[config.mk]
export PLATFORM = sky130hd
export DESIGN_NAME = hdlc_octet_stuffer
export DESIGN_NICKNAME = d
export VERILOG_FILES = /design/src/rtl/hdlc_stuff_pkg.sv /design/src/rtl/hdlc_esc_detect.sv /design/src/rtl/hdlc_tail_reg.sv /design/src/rtl/hdlc_octet_stuffer.sv
export SDC_FILE = /design/constraint.sdc
export NUM_CORES = 1
export LEC_CHECK = 0
export BUFFER_PORTS_ARGS = -buffer_cell sky130_fd_sc_hd__buf_2
export CAP_MARGIN = 20
export CORE_UTILIZATION = 51
export DETAILED_ROUTE_END_ITERATION = 7
export PLACE_DENSITY = 0.94
export RECOVER_POWER = 50
export SETUP_SLACK_MARGIN = 0.4
export SYNTH_ARGS = -nofsm -noshare
export SYNTH_HDL_FRONTEND = slang
export SYNTH_SLANG_ARGS = --single-unit
[constraint.sdc]
create_clock -name clk -period 8.8 [get_ports clk]
set_input_delay 2.2 -clock clk [delete_from_list [all_inputs] [get_ports clk]]
set_output_delay 2.2 -clock clk [all_outputs]
set_load 0.03 [all_outputs]
[src/rtl/hdlc_stuff_pkg.sv]
package hdlc_stuff_pkg;
    localparam int          BYTE_W   = 8;
    localparam logic [7:0]  FLAG_VAL = 8'h7E;
    localparam logic [7:0]  ESC_VAL  = 8'h7D;
    localparam logic [7:0]  FLIP_VAL = 8'h20;

    typedef enum logic [1:0] {
        ST_IDLE,
        ST_BODY,
        ST_ESC_TAIL,
        ST_CLOSE
    } stuff_state_t;
endpackage

[src/rtl/hdlc_esc_detect.sv]
module hdlc_esc_detect #(
    parameter int MAP_W = 32
) (
    input  logic [7:0]       byte_i,
    input  logic [MAP_W-1:0] map_i,
    output logic             needs_esc_o
);
    import hdlc_stuff_pkg::*;

    localparam int IDX_W = hdlc_stuff_pkg::BYTE_W;

    logic [MAP_W-1:0] ctrl_hit;

    // One comparator per mask bit; the mask picks which ones count.
    generate
        for (genvar k = 0; k < MAP_W; k++) begin : g_ctrl
            assign ctrl_hit[k] = map_i[k] & (byte_i == IDX_W'(k));
        end
    endgenerate

    assign needs_esc_o = (|ctrl_hit) | (byte_i == FLAG_VAL) | (byte_i == ESC_VAL);
endmodule

[src/rtl/hdlc_tail_reg.sv]
module hdlc_tail_reg (
    input  logic       clk,
    input  logic       rst_n,
    input  logic       load_i,
    input  logic [7:0] byte_i,
    input  logic       last_i,
    output logic [7:0] byte_o,
    output logic       last_o
);
    import hdlc_stuff_pkg::*;

    // Holds the second byte of an escape pair, already modified.
    always_ff @(posedge clk or negedge rst_n) begin
        if (!rst_n) begin
            byte_o <= '0;
            last_o <= 1'b0;
        end else if (load_i) begin
            byte_o <= byte_i ^ FLIP_VAL;
            last_o <= last_i;
        end
    end
endmodule

[src/rtl/hdlc_octet_stuffer.sv]
module hdlc_octet_stuffer #(
    parameter int MAP_W = 32
) (
    input  logic             clk,
    input  logic             rst_n,
    input  logic [MAP_W-1:0] esc_map,
    input  logic [7:0]       in_data,
    input  logic             in_valid,
    input  logic             in_last,
    output logic             in_ready,
    output logic [7:0]       out_data,
    output logic             out_valid,
    input  logic             out_ready
);
    import hdlc_stuff_pkg::*;

    stuff_state_t state_q, state_d;
    logic         needs_esc;
    logic         tail_load;
    logic [7:0]   tail_byte;
    logic         tail_last;

    hdlc_esc_detect #(.MAP_W(MAP_W)) u_detect (
        .byte_i      (in_data),
        .map_i       (esc_map),
        .needs_esc_o (needs_esc)
    );

    hdlc_tail_reg u_tail (
        .clk    (clk),
        .rst_n  (rst_n),
        .load_i (tail_load),
        .byte_i (in_data),
        .last_i (in_last),
        .byte_o (tail_byte),
        .last_o (tail_last)
    );

    // State register
    always_ff @(posedge clk or negedge rst_n) begin
        if (!rst_n) state_q <= ST_IDLE;
        else        state_q <= state_d;
    end

    // Next state and outputs
    always_comb begin
        state_d   = state_q;
        out_valid = 1'b0;
        out_data  = FLAG_VAL;
        in_ready  = 1'b0;
        tail_load = 1'b0;
        unique case (state_q)
            ST_IDLE: begin
                // Opening flag offered only once a packet byte is waiting.
                out_valid = in_valid;
                out_data  = FLAG_VAL;
                if (in_valid && out_ready) state_d = ST_BODY;
            end
            ST_BODY: begin
                out_valid = in_valid;
                in_ready  = out_ready;
                out_data  = needs_esc ? ESC_VAL : in_data;
                if (in_valid && out_ready) begin
                    if (needs_esc) begin
                        tail_load = 1'b1;
                        state_d   = ST_ESC_TAIL;
                    end else if (in_last) begin
                        state_d = ST_CLOSE;
                    end
                end
            end
            ST_ESC_TAIL: begin
                out_valid = 1'b1;
                out_data  = tail_byte;
                if (out_ready) state_d = tail_last ? ST_CLOSE : ST_BODY;
            end
            ST_CLOSE: begin
                out_valid = 1'b1;
                out_data  = FLAG_VAL;
                if (out_ready) state_d = ST_IDLE;
            end
        endcase
    end
endmodule

Word level (Yosys, flattened, before mapping). Cells that the tools add are included.

Input bits: 45. Output and inout port bits: 10. Register bits after elaboration: 11. Logic and storage cells: 102.

Bitwise gates (word level): 35. Reductions and logical operators: 8. Equality and inequality tests: 41. Multiplexer cells: 15.

Operators with widths (number): $eq 8x5->1 const B (16); $eq 8x4->1 const B (8); $and 1x1->1 (32); $eq 8x3->1 const B (4); $reduce_or 32->1 (1); $pmux 8 s3 (1); $eq 8x2->1 const B (2); $eq 8x7->1 const B (2); $mux 2 (7); $eq 8x1->1 const B (1); $logic_not 8->1 (1); $mux 8 (1); $ne 2x2->1 const B (4); $pmux 2 s4 (1); $reduce_or 2->1 (3); $reduce_and 5->1 (1); $eq 2x2->1 const B (2); $mux 1 (4); $ne 3x3->1 const B (1); $eq 2x1->1 const B (1); $logic_not 2->1 (1); $or 1x1->1 (2); $pmux 1 s2 (1); $logic_and 1x1->1 (1); $not 1->1 (1).

Longest topological paths before layout.
Word-level depth: 8. Depth in mapped cells: 10. Gate-level depth less buffers: 8.

Modules after synthesis. Synthesis repeated with hierarchy kept, for this count alone.

Cell total of the unflattened synthesis: 128. Area, all modules: 1161.1 um^2.

By module, submodules not included: hdlc_esc_detect (cells an instance 53, seq. area each 0.0 um^2, instances 1, area an instance 402.9 um^2); hdlc_octet_stuffer (cells an instance 55, seq. area each 50.0 um^2, instances 1, area an instance 387.9 um^2); hdlc_tail_reg (cells an instance 20, seq. area each 225.2 um^2, instances 1, area an instance 370.4 um^2).

Worst setup path after synthesis. No wires, ideal clock.

Kind: input port to output port. Start: in in_data[1]. End: out out_data[0]. Data arrival time: 3.956 ns. Data required time: 6.600 ns. Buffers on the path: 2. Stages on the path: 8. Path slack: 2.644 ns. Cells stage by stage: buf_6 > or3b_1 > a211oi_1 > nor4_1 > a21oi_1 > a2111oi_2 > buf_4 > a31oi_1.

Word-level cells in the longest chain between the ends: 7. Elaborated cells on any way between the ends: 71. Classes of those cells: eq/ne (33); mux (2); bitwise (34); reduce/logical (2).

RTL lines: start, declared (line hdlc_octet_stuffer.sv:7) `input logic [7:0] in_data,`; $eq 8x1->1, or another cell as far along (line hdlc_esc_detect.sv:17) `assign ctrl_hit[k] = map_i[k] & (byte_i == IDX_W'(k));`; $and 1x1->1 (line hdlc_esc_detect.sv:17); $reduce_or 32->1 (line hdlc_esc_detect.sv:21) `assign needs_esc_o = (|ctrl_hit) | (byte_i == FLAG_VAL) | (byte_i == ESC_VAL);`; $or 1x1->1 (line hdlc_esc_detect.sv:21); $or 1x1->1 (*) (line hdlc_esc_detect.sv:21); $mux 8 (*) (line hdlc_octet_stuffer.sv:62) `out_data = needs_esc ? ESC_VAL : in_data;`; $pmux 8 s3 (*) (line hdlc_octet_stuffer.sv:52) `unique case (state_q)`; end, declared (line hdlc_octet_stuffer.sv:11) `output logic [7:0] out_data,`.

Every way passes the cells marked *; elsewhere a longest branch is shown, timed or not.

Worst setup path in the final report.
Start: in in_data[3]. End: out out_data[1].

Same word-level chain as after synthesis.

==> results_dict.tcl <==
set metrics [dict create \
    status "finished, final reports clean" \
    reg2reg_to "u_tail.byte_o[6]" \
    grt_antenna_before_repair 0 \
    setup_viol 0 \
    r2r_slack_ns 6.79 \
    rsz0062_at_grt "false" \
    hold_path.class "flop to flop" \
    cts-buffers-inserted 3 \
    synth-seq-cells 11 \
    max_freq_mhz 138.8 \
    dieArea_sq_um 2632 \
    syn_to_final_growth_pct 17.66 \
    syn_inst 152 \
    p_sw_share_pct 52.62 \
    stdcell_area_sq_um 1459 \
    power_frac_clock_pct 9.8 \
    htree_levels 1 \
    ys.flop_type "dfrtp_1" \
    drt_iter0_markers 37 \
    post_dp_cell_area_sq_um 1454 \
    initial_core_util_pct 54.99 \
    p_switching_mw 0.1865 \
    seq_power_share_pct 21.2 \
    synthTopCellsByArea "dfrtp_1 22%, mux2_4 9.7%, nand2_1 6.4%" \
    ant_nets 0 \
    yosysTopAreaCell "dfrtp_1" \
    synth_warnings 0 \
    power.internal_mw 0.1679 \
    synth.top_cell.area_share_pct 22.20 \
    worstMarginPinSlew_ns 0.7780 \
    reg2reg_depth 5 \
    vias 1334 \
    whs_path_depth 1 \
    grt_max_degree 20 \
    cp_max_fo 17 \
    clk_latency_ns 0.27 \
    fin_crit_ns 7.204 \
    wirelength_um 3109 \
    cp-start-kind "input port" \
    r2r-start "state_q[1]" \
    syn_area_sq_um 1240 \
    fp.dieW_um 51.31 \
    cts_resized 0 \
    drt_pass1_iterations 5 \
    core.rowCount 17 \
    peakVddDrop_mv 0.1846 \
    place_hpwl_um 2350 \
    die_height_um 51.31 \
    viasPerCell 5.851 \
    drc 0 \
    yosysMostFrequentCell "nand2_1" \
    avgSynthCellArea_sq_um 8.157 \
    grt_pass1_wl_um 5209 \
    cts_tree "built" \
    port_buffers 54 \
    min_to "u_tail.byte_o[7]" \
    finalMaxSlewViolations 0 \
    synth.distinct_cells 41 \
    clockRootBuffer "clkbuf_4" \
    p_comb_share_pct 69.0 \
    endpoint_kind "primary output" \
    clk_pin_slew_ns 0.07 \
    grt_pass1_vias 1254 \
    core_sq_um 2255 \
    hold_violations 0 \
    max_slew_margin_pct 48.13 \
    cts.sinks 11 \
    ios 55 \
    grt.total_usage_pct 26.09 \
    overflow 0 \
    num_antenna_cells 0 \
    layout-drive-gt1-share_pct 33.50 \
    syn-num-nets 202 \
    min_from "u_tail.byte_o[7]" \
    ys_seq_area_share_pct 22.20 \
    powerDensity_nw_per_um2 242.9 \
    async_reset_ff_share_pct 100.0 \
    required_ns 6.60 \
    leakagePower_nw 0.7473 \
    layout.nets 251 \
    critPathArrivalTime_ns 5.00 \
    gp_congestion 0.8740 \
    clockBufferDepth 2 \
    finalClockSkew_ns 0.001286 \
    crit_type "input port to primary output" \
    postCtsHoldBufs 0 \
    synth_edf_count 0 \
    post_cts_buffers 0 \
    finalCritPeriodShare_pct 81.86 \
    drv_cap 0 \
    setup_tns_ns 0 \
    synth.top_cells.by_count "21 x nand2_1, 15 x nor2_1, 11 x dfrtp_1" \
    wl_per_cell_um 13.64 \
]
-- per-layer routing --
metal	part of all wire, %	track usage [%]	vias to the layer above
li1	-	-	647
met1	43	34.84	603
met5	0	0	-
met2	46	43.64	80
met3	8.6	1.190	4
met4	1.6	10.81	0
-- area by class of cell --
class	instances	area (sq um)
Multi-Input combinational cell	121	817.0
Fill cell	220	795.8
Sequential cell	11	275.3
Timing Repair Buffer	55	271.5
Tap cell	28	35.03
Inverter	9	33.78
Clock buffer	4	26.28
-- registers in the layout, indices dropped and copies added (netlist names) --
signal / flops
u_tail.byte_o: 8
u_tail.last_o: 1
state_q: 2
-- power by group through the flow --
stage               logic (mW)  registers [mW]  clock network [mW]
global placement         0.242          0.0754                   0
CTS                      0.245          0.0748              0.0361
finish                   0.244          0.0751              0.0349
detailed placement       0.245          0.0753                   0
floorplan                0.188          0.0723                   0
global route             0.266          0.0771              0.0378
-- critical path, cell delays in order --
cell and delay, ns:
clkbuf_1 0.57, nor2_1 0.16, and4_2 0.29, nor4_2 0.25, a21oi_1 0.13, a2111oi_0 0.53, clkbuf_1 0.42, a31o_1 0.24
buf_2 0.20
-- cell usage in the layout, fill, tap and decap left out, drive strengths merged, types with 3 or more instances in the layout --
master | netlist | final
buf | 8 | 52
nand2 | 21 | 21
nor2 | 15 | 15
dfrtp | 11 | 11
a31oi | 9 | 9
inv | 9 | 9
a21oi | 8 | 8
mux2 | 8 | 8
mux2i | 7 | 7
clkbuf | 3 | 7
nor4 | 6 | 6
ha | 5 | 5
and3 | 5 | 5
o21ai | 5 | 5
nor3 | 4 | 4
nand3 | 3 | 3
or3b | 3 | 3
-- stage by stage --
stage	cells	hold WS (ns)	setup slack, ns	utilization [%]	power, mW
6_report	228	0.4906	1.596	64.71	0.3544
5_1_grt	228	0.5299	1.380	64.71	0.3809
3_5_place_dp	223	0.4723	1.957	64.48	0.3202
3_3_place_gp	223	0.4735	2.062	64.48	0.3178
2_1_floorplan	152	0.4539	2.644	-	0.2599
4_1_cts	227	0.4919	1.946	65.65	0.3563
-- how the worst max path moves through the flow --
| stage | cells after the start | end | slack [ns] | start |
|---|---|---|---|---|
| floorplan | 8 | out_data[0] | 2.64 | in_data[1] |
| global placement | 8 | out_data[1] | 2.06 | in_data[3] |
| detailed placement | 8 | out_data[1] | 1.96 | in_data[3] |
| CTS | 8 | out_data[1] | 1.95 | in_data[3] |
| global route | 9 | out_data[1] | 1.38 | in_data[3] |
| finish | 9 | out_data[1] | 1.60 | in_data[3] |
-- cell families after synthesis --
family                   Yosys count  synth area share, %
flip-flops                        11                22.20
multiplexers                      15                15.34
buffers and inverters             20                10.09
AO/OA/AOI/OAI                     33                17.56
adder cells (fa/ha/maj)            5                5.045
AND/OR/NAND/NOR                   67                29.06
XOR/XNOR                           1               0.7065
(Power assumes the default switching activity.)
